--- config.mk ---
export PLATFORM = sky130hd
export DESIGN_NAME = irq_ctl_reg
export DESIGN_NICKNAME = d
export VERILOG_FILES = /design/src/rtl/irq_ctl_pkg.sv /design/src/rtl/irq_pin_sync.sv /design/src/rtl/irq_change_det.sv /design/src/rtl/irq_flag_cell.sv /design/src/rtl/irq_req_gate.sv /design/src/rtl/irq_ctl_reg.sv
export SDC_FILE = /design/constraint.sdc
export NUM_CORES = 1
export LEC_CHECK = 0
export BUFFER_PORTS_ARGS = -buffer_cell sky130_fd_sc_hd__buf_2
export CAP_MARGIN = 0
export CELL_PAD_IN_SITES_DETAIL_PLACEMENT = 1
export CELL_PAD_IN_SITES_GLOBAL_PLACEMENT = 2
export CORE_MARGIN = 10
export CORE_UTILIZATION = 24
export DETAILED_ROUTE_END_ITERATION = 10
export GPL_TIMING_DRIVEN = 0
export PLACE_DENSITY = 0.78
export RECOVER_POWER = 100
export SLEW_MARGIN = 20
export SYNTH_ARGS = -nofsm -noshare
export SYNTH_HDL_FRONTEND = slang
export SYNTH_SLANG_ARGS = --single-unit
export TNS_END_PERCENT = 30
--- constraint.sdc ---
create_clock -name clk -period 1.1 [get_ports clk]
set_input_delay 0 -clock clk [delete_from_list [all_inputs] [get_ports clk]]
set_output_delay 0 -clock clk [all_outputs]
set_load 0.05 [all_outputs]
--- src/rtl/irq_ctl_pkg.sv ---
// Package irq_ctl_pkg
// Shared bit positions and source indices for the interrupt control register.
// Assumes source i has its flag at bit i and its enable at bit i + SRC_CNT.
package irq_ctl_pkg;
    localparam int unsigned REG_W   = 8;
    localparam int unsigned SRC_CNT = 3;

    // Source index, equal to the flag bit position
    typedef enum logic [1:0] {
        SRC_CHG = 2'd0,
        SRC_PIN = 2'd1,
        SRC_TMR = 2'd2
    } irq_src_e;

    localparam int unsigned BIT_GLOBAL = 7;
    localparam int unsigned BIT_PERIPH = 6;
    localparam int unsigned EN_LSB     = SRC_CNT;
endpackage

--- src/rtl/irq_pin_sync.sv ---
// Module irq_pin_sync
// Multi-stage synchronizer for a bus of independent asynchronous pins.
// Assumes each bit is sampled on its own; no cross-bit coherence is promised.
module irq_pin_sync #(
    parameter int unsigned W      = 4,
    parameter int unsigned STAGES = 2
) (
    input  logic         clk,
    input  logic         rst_n,
    input  logic [W-1:0] pins_async,
    output logic [W-1:0] pins_sync
);
    logic [W-1:0] stage_q [STAGES];

    // Shift the pin samples through the synchronizer chain
    always_ff @(posedge clk) begin
        if (!rst_n) begin
            for (int k = 0; k < STAGES; k++) stage_q[k] <= '0;
        end else begin
            stage_q[0] <= pins_async;
            for (int k = 1; k < STAGES; k++) stage_q[k] <= stage_q[k-1];
        end
    end

    assign pins_sync = stage_q[STAGES-1];
endmodule

--- src/rtl/irq_change_det.sv ---
// Module irq_change_det
// Holds a snapshot of the synchronized port pins and reports a level mismatch.
// Assumes the snapshot is reloaded only by a port read; mismatch persists until then.
module irq_change_det #(
    parameter int unsigned W = 4
) (
    input  logic         clk,
    input  logic         rst_n,
    input  logic [W-1:0] pins_sync,
    input  logic         snap_load,
    output logic         mismatch
);
    logic [W-1:0] snap_q;

    // Reload the snapshot on a port read
    always_ff @(posedge clk) begin
        if (!rst_n)         snap_q <= '0;
        else if (snap_load) snap_q <= pins_sync;
    end

    // Any differing pin is a change condition
    assign mismatch = |(pins_sync ^ snap_q);
endmodule

--- src/rtl/irq_flag_cell.sv ---
// Module irq_flag_cell
// One sticky interrupt flag: hardware sets it, software writes it.
// Assumes a hardware set in the same cycle as a software write takes priority.
module irq_flag_cell (
    input  logic clk,
    input  logic rst_n,
    input  logic hw_set,
    input  logic sw_wr,
    input  logic sw_val,
    output logic flag
);
    logic flag_q;

    // Sticky update with set priority over software
    always_ff @(posedge clk) begin
        if (!rst_n)      flag_q <= 1'b0;
        else if (hw_set) flag_q <= 1'b1;
        else if (sw_wr)  flag_q <= sw_val;
    end

    assign flag = flag_q;
endmodule

--- src/rtl/irq_req_gate.sv ---
// Module irq_req_gate
// Two-level request gating: per-source enable, peripheral group, then global.
// Assumes all inputs are registered or synchronous; output is combinational.
module irq_req_gate #(
    parameter int unsigned N_SRC = 3
) (
    input  logic             global_en,
    input  logic             periph_en,
    input  logic [N_SRC-1:0] src_en,
    input  logic [N_SRC-1:0] src_flag,
    input  logic             periph_req,
    output logic             irq
);
    logic [N_SRC:0] term;

    // Per-source enable gating
    for (genvar i = 0; i < N_SRC; i++) begin : g_src
        assign term[i] = src_en[i] & src_flag[i];
    end

    // Peripheral group gating
    assign term[N_SRC] = periph_en & periph_req;

    // Global gating over all terms
    assign irq = global_en & (|term);
endmodule

--- src/rtl/irq_ctl_reg.sv ---
// Module irq_ctl_reg
// Interrupt control and flag register with two bank-mirrored bus addresses,
// a port-change detector and two-level request gating.
// Assumes event inputs are single-cycle synchronous pulses and port_pins is async.
module irq_ctl_reg
    import irq_ctl_pkg::*;
#(
    parameter int unsigned        ADDR_W      = 8,
    parameter int unsigned        PORT_W      = 4,
    parameter int unsigned        SYNC_STAGES = 2,
    parameter logic [ADDR_W-1:0]  REG_OFS     = 8'h0B,
    parameter logic [ADDR_W-1:0]  PORT_OFS    = 8'h06,
    parameter logic [ADDR_W-1:0]  BANK_MASK   = 8'h80
) (
    input  logic              clk,
    input  logic              rst_n,
    input  logic [ADDR_W-1:0] bus_addr,
    input  logic              bus_rd,
    input  logic              bus_wr,
    input  logic [REG_W-1:0]  bus_wdata,
    output logic [REG_W-1:0]  bus_rdata,
    input  logic              tmr_ovf_evt,
    input  logic              pin_evt,
    input  logic [PORT_W-1:0] port_pins,
    input  logic              periph_req,
    output logic              irq
);
    localparam int unsigned EN_W = REG_W - SRC_CNT;

    logic               reg_hit, port_hit, reg_wr, port_rd;
    logic [PORT_W-1:0]  pins_sync;
    logic               chg_mismatch;
    logic [EN_W-1:0]    en_q;
    logic [SRC_CNT-1:0] hw_set, flag_vec;
    logic [REG_W-1:0]   reg_q;

    // Address decode, ignoring the bank-select bits
    assign reg_hit  = ((bus_addr ^ REG_OFS)  & ~BANK_MASK) == '0;
    assign port_hit = ((bus_addr ^ PORT_OFS) & ~BANK_MASK) == '0;
    assign reg_wr   = bus_wr & reg_hit;
    assign port_rd  = bus_rd & port_hit;

    irq_pin_sync #(.W(PORT_W), .STAGES(SYNC_STAGES)) u_sync (
        .clk        (clk),
        .rst_n      (rst_n),
        .pins_async (port_pins),
        .pins_sync  (pins_sync)
    );

    irq_change_det #(.W(PORT_W)) u_chg (
        .clk       (clk),
        .rst_n     (rst_n),
        .pins_sync (pins_sync),
        .snap_load (port_rd),
        .mismatch  (chg_mismatch)
    );

    // Enable bits load only on a write at the register address
    always_ff @(posedge clk) begin
        if (!rst_n)      en_q <= '0;
        else if (reg_wr) en_q <= bus_wdata[REG_W-1:EN_LSB];
    end

    // Hardware set sources, indexed by flag position
    assign hw_set[SRC_CHG] = chg_mismatch;
    assign hw_set[SRC_PIN] = pin_evt;
    assign hw_set[SRC_TMR] = tmr_ovf_evt;

    for (genvar i = 0; i < SRC_CNT; i++) begin : g_flag
        irq_flag_cell u_flag (
            .clk    (clk),
            .rst_n  (rst_n),
            .hw_set (hw_set[i]),
            .sw_wr  (reg_wr),
            .sw_val (bus_wdata[i]),
            .flag   (flag_vec[i])
        );
    end

    assign reg_q = {en_q, flag_vec};

    // Read mux: register value only while it is being read
    assign bus_rdata = (bus_rd && reg_hit) ? reg_q : '0;

    irq_req_gate #(.N_SRC(SRC_CNT)) u_gate (
        .global_en  (reg_q[BIT_GLOBAL]),
        .periph_en  (reg_q[BIT_PERIPH]),
        .src_en     (reg_q[EN_LSB+SRC_CNT-1:EN_LSB]),
        .src_flag   (flag_vec),
        .periph_req (periph_req),
        .irq        (irq)
    );
endmodule

* After elaboration in Yosys (flattened, before gate mapping)
Memories as Yosys holds them, arrays and structs flattened.
Index checks and enable logic that the tools add are counted.
Widths: inputs -> output; s select.
** Operators by class
- Mux-type cells :: 11
- Reductions and logical operators :: 8
- Bitwise gates (word level) :: 12
** Operators by type and width (number)
- $logic_not 8->1 :: 2
- $mux 1 :: 8
- $mux 4 :: 2
- $mux 8 :: 1
- $reduce_or 4->1 :: 2
- $and 1x1->1 :: 7
- $reduce_bool 2->1 :: 3
- $xor 4x4->4 :: 1
- $not 3->3 :: 1
- $not 2->2 :: 1
- $or 1x1->1 :: 2
- $logic_and 1x1->1 :: 1
** Storage, ports and cells
- Output and inout port bits :: 9
- Logic and storage cells :: 37
- Memory bits (writable) :: 8
- Input bits :: 27
- Memories :: 1
- Register bits :: 12
** Memories
- u_sync.stage_q :: depth 2, width 4, read ports 2, clocked after memory_dff 0, wr ports 2, line irq_pin_sync.sv:13 : logic [W-1:0] stage_q [STAGES];

* Longest topological paths before layout
- Depth after elaboration :: 5
- Gate-level depth with buffers :: 4
- Gate-level depth less buffers :: 3

* Hierarchy
From an unflattened synthesis, not the netlist that was laid out.
** Unflattened totals
- Cell total of the unflattened synthesis :: 86
- Area total of the unflattened synthesis :: 889.6 µm²
** By module, submodules not included
- irq_ctl_reg :: cells an instance 36, area an instance 312.8 µm², seq. area each 100.1 µm², times used 1
- irq_pin_sync :: cells an instance 20, area an instance 240.2 µm², seq. area each 160.2 µm², times used 1
- irq_change_det :: cells an instance 18, area an instance 197.7 µm², seq. area each 80.1 µm², times used 1
- irq_flag_cell :: cells an instance 3, area an instance 38.8 µm², seq. area each 20.0 µm², times used 3
- irq_req_gate :: cells an instance 3, area an instance 22.5 µm², seq. area each 0.0 µm², times used 1

* Least setup slack after synthesis
No wires, ideal clock.
- Path kind :: reg2out
- Start point :: register g_flag[1].u_flag.flag_q
- End point :: output irq
- Path slack :: -0.442 ns
- Stages on the path, launching flop included :: 3
- Data required time :: 1.100 ns
- Data arrival time :: 1.542 ns
- Path buffers :: 0
- Cells stage by stage :: dfxtp_1 -> a22oi_1 -> a21boi_0
** Between the ends
- Cells in the longest elaborated chain, start to end :: 3
** Ends and longest elaborated chain
- start: declaration :: line irq_flag_cell.sv:12 : logic flag_q;
- start signal: assignment :: line irq_flag_cell.sv:18 : else if (sw_wr) flag_q <= sw_val;
- $and 1x1->1 :: line irq_req_gate.sv:18 : assign term[i] = src_en[i] & src_flag[i];
- $reduce_or 4->1 :: line irq_req_gate.sv:25 : assign irq = global_en & (|term);
- $and 1x1->1 :: line irq_req_gate.sv:25
- end: declaration :: line irq_ctl_reg.sv:26 : output logic irq
No other way between the ends.

* Final worst setup path
- Start point :: input bus_addr[5]
- End point :: output bus_rdata[3]
** Between the ends
- Cells in the longest elaborated chain, start to end :: 3
** Ends and longest elaborated chain
- start: declaration :: line irq_ctl_reg.sv:17 : input logic [ADDR_W-1:0] bus_addr,
- $logic_not 8->1 :: line irq_ctl_reg.sv:38 : assign reg_hit = ((bus_addr ^ REG_OFS) & ~BANK_MASK) == '0;
- $logic_and 1x1->1 :: line irq_ctl_reg.sv:83 : assign bus_rdata = (bus_rd && reg_hit) ? reg_q : '0;
- $mux 8 :: line irq_ctl_reg.sv:83
- end: declaration :: line irq_ctl_reg.sv:21 : output logic [REG_W-1:0] bus_rdata,
No other way between the ends.

==> run_results.csv <==
group,metric,value,unit
worst_setup_path,crit_fanout,8,
status,violations,"setup timing",
sta,period_needed,1.32,ns
global_routing,grt_max_degree,13,
synth,avgSynthCellArea,9.44,sq um
cts,clock_sinks,20,
pwr,leakage,0.572,nW
placed_design,portBuffers,33,
pwr,ir_drop,0.000766,V
synth,synth_fp_nets,124,
synth,yosys.area.top_type,"dfxtp_1",
sta,setup_violations,18,
layout,final_nets,170,
detailed_routing,dr.pass1.iters,4,
worst_setup_path,critical_path_class,"input port to primary output",
detailed_routing,dr.first_iter.drc_count,26,
cts,clkLatencyLatePin,0.26,ns
floorplanning,die_y,81.8,microns
detailed_routing,viasPerCell,4.90,
global_routing,grt_overflow,0,
detailed_routing,wl_per_cell,15.3,microns
sta,max_freq,756,MHz
cts,cts-buffers-inserted,3,
sta,hold_violations,0,
global_routing,grt_pass1_vias,1019,
worst_setup_path,crit_path_frequent_cell,"buf_6",
layout,multi_input_area,518,sq um
floorplanning,ioPinCount,36,
synth,synth.area.top_cells,"dfxtp_1 (44%), and2_1 (11%), o31ai_1 (9.0%)",
cts,cts.htree.levels,1,
placed_design,globalplace.congestion,0.726,
layout,insertedDiodeCount,0,
worst_setup_path,path_cells,"buf_6 -> or4b_4 -> nor3_4 -> and2_2 -> buf_6",
sta,period_share,120,%
layout,layout-drive-gt1-share,42.3,%
floorplanning,coreArea,3690,sq um
cts,clk_path_buf_depth,2,
sta,rsz0062_at_grt,"true",
worst_setup_path,end_kind,"primary output",
layout,fill_cells,422,
detailed_routing,vias,931,
sta,timing.setup.tns,-2.16,ns
pwr,post-layout-total-power,1.66,mW
worst_setup_path,start_kind,"input port",
detailed_routing,drc,0,
floorplanning,rows,22,
floorplanning,initial_core_util,24.8,%
detailed_routing,ant_nets,0,
floorplanning,die_area,6690,sq um
placed_design,place_hpwl,2.24,mm
synth,synth_cell_types,22,
global_routing,grt_pass1_wl,4.63,mm
worst_setup_path,cp.arrival,1.32,ns
status,outcome,"finished, violations left",
floorplanning,fp.dieW,81.8,microns
worst_setup_path,crit_buf_inv,2,
detailed_routing,wl,2.91,mm
sta,maxSlewHeadroom,65.1,%
synth,synth_top_cell_area_share,43.7,%
global_routing,grt_usage,8.83,%
synth,synth-seq-cells,20,
cts,cts_tree,"yes",
sta,finalMaxSlewViolations,0,
worst_setup_path,slowest_stage,"or4b_4",
worst_setup_path,cp.required,1.10,ns
cts,cts-root-buf,"clkbuf_8",
worst_setup_path,max_stage_delay,0.55,ns
layout,area_delta_synth_final,54.8,%
worst_setup_path,cp_top_family,"simple AND/OR/NAND/NOR gates",
sta,max_slew.worst_pin.slew,0.516,ns
sta,fin_ws,-0.223,ns
sta,clock_skew,0.00220,ns
worst_hold_path,hold_class,"input port to register",
run,max-cap-violations,0,
layout,seqCellArea,402,sq um
pwr,p_per_area,1170,nW/um^2
synth,ys_seq_area_share,43.7,%
global_routing,antenna_found_initial,0,
cts,clk_pin_slew,0.07,ns
synth,mappedNetlistArea,916,sq um
synth,synth-warning-count,0,
synth,synth_cells,97,
## sequential cells by signal, indices dropped and copies added (netlist names)
signal,flops
g_flag.u_flag.flag,3
u_chg.snap_q,4
en_q,5
u_sync.stage_q,8
## tightest hold or removal path: cells and delay by family
family / cells / cell delay (ns)
AO/OA/AOI/OAI: 1 / 0.06
AND/OR/NAND/NOR: 1 / 0.06
buffers and inverters: 1 / 0.10
## worst paths after layout
kind | end | slack, ns | cells past startpoint | from
hold / removal | en_q[1] | 0.003 | 3 | bus_wdata[4]
hold reg to reg | u_sync.stage_q[0][5] | 0.44 | 1 | u_sync.stage_q[0][1]
setup reg to reg | g_flag[0].u_flag.flag | 0.06 | 3 | u_chg.snap_q[0]
setup / recovery | bus_rdata[3] | -0.22 | 5 | bus_addr[5]
## through the flow
step           std cells  setup WS (ns)  hold WS, ns  utilization, %  area [sq um]
2_1_floorplan         97        -0.0434        0.122               -           931
3_3_place_gp         178         -0.305        0.207            31.3          1160
3_5_place_dp         178         -0.349        0.213            31.3          1160
4_1_cts              190         -0.237      0.00107            37.8          1390
5_1_grt              190         -0.286       0.0159            38.4          1420
6_report             190         -0.223      0.00257            38.4          1420
## cell type report
type                       instances  area share [%]
sequential                        20            28.3
timing repair buffer              41            22.6
clock inverter                     1            2.12
clock buffer                       3            2.91
tap                               48            4.24
buffer                             5            1.94
multi-input combinational         67            36.5
inverter                           5            1.32
## repair_timing
action / 4_1_cts / 5_1_grt
hold endpoints to repair: 7 / 0
resized for setup: 26 / 7
pin swaps: 3 / 4
hold buffers: 7 / 0
endpoints found under the setup margin: 9 / 20
buffers inserted: 1 / 0
## cell usage after synthesis, drive strengths merged
| cell | count |
|---|---|
| nor4b | 1 |
| nor4 | 1 |
| inv | 5 |
| and3b | 1 |
| a21boi | 1 |
| nor3 | 1 |
| o31ai | 12 |
| a31oi | 3 |
| clkbuf | 3 |
| nand3b | 1 |
| and2 | 16 |
| nor3b | 1 |
| a21oi | 9 |
| or3b | 1 |
| a22oi | 2 |
| buf | 2 |
| dfxtp | 20 |
| xor2 | 4 |
| or4b | 1 |
| nand4 | 12 |
## report_power, final
part / total, mW / internal (mW) / switching, mW
sequential: 0.762 / 0.747 / 0.0149
combinational: 0.166 / 0.0806 / 0.0850
clock: 0.728 / 0.486 / 0.242
## routing by layer
layer  GRT usage, %  wire length, microns
met1           8.45                  1110
met4           2.04                    12
met5              0                     0
met3           3.49                   257
met2           17.2                  1530
## placed cells by master, fill, tap and decap left out
cell / netlist / final
bufinv_16: 0 / 1
a21oi_1: 9 / 9
or3b_2: 1 / 1
nor4b_1: 1 / 1
and2_4: 0 / 4
dfxtp_1: 20 / 19
nand3b_1: 1 / 1
inv_1: 5 / 5
and2_1: 16 / 4
o31ai_2: 1 / 5
and3b_1: 1 / 1
o31ai_1: 11 / 7
buf_8: 0 / 4
buf_2: 1 / 24
clkbuf_8: 0 / 3
and2_0: 0 / 4
buf_4: 0 / 1
dfxtp_2: 0 / 1
xor2_1: 4 / 4
or4b_4: 1 / 1
a21boi_2: 0 / 1
clkbuf_1: 3 / 3
a31oi_1: 3 / 3
buf_6: 1 / 7
nand4_1: 12 / 12
and2_2: 0 / 4
nor3_4: 1 / 1
nor4_1: 1 / 1
dlygate4sd3_1: 0 / 7
a22oi_2: 0 / 2
nor3b_1: 1 / 1
## kinds of logic (layout without fill, tap and decap cells)
| kind of cell | after synthesis | after routing | share of synthesized area, % |
|---|---|---|---|
| AOI/OAI and AO/OA | 27 | 27 | 19.8 |
| xor gates and xnor gates | 4 | 4 | 3.82 |
| buffers and inverters | 10 | 55 | 5.05 |
| and+or+nand+nor | 36 | 36 | 27.6 |
| DFF | 20 | 20 | 43.7 |
Power figures use the tool's default switching activity.
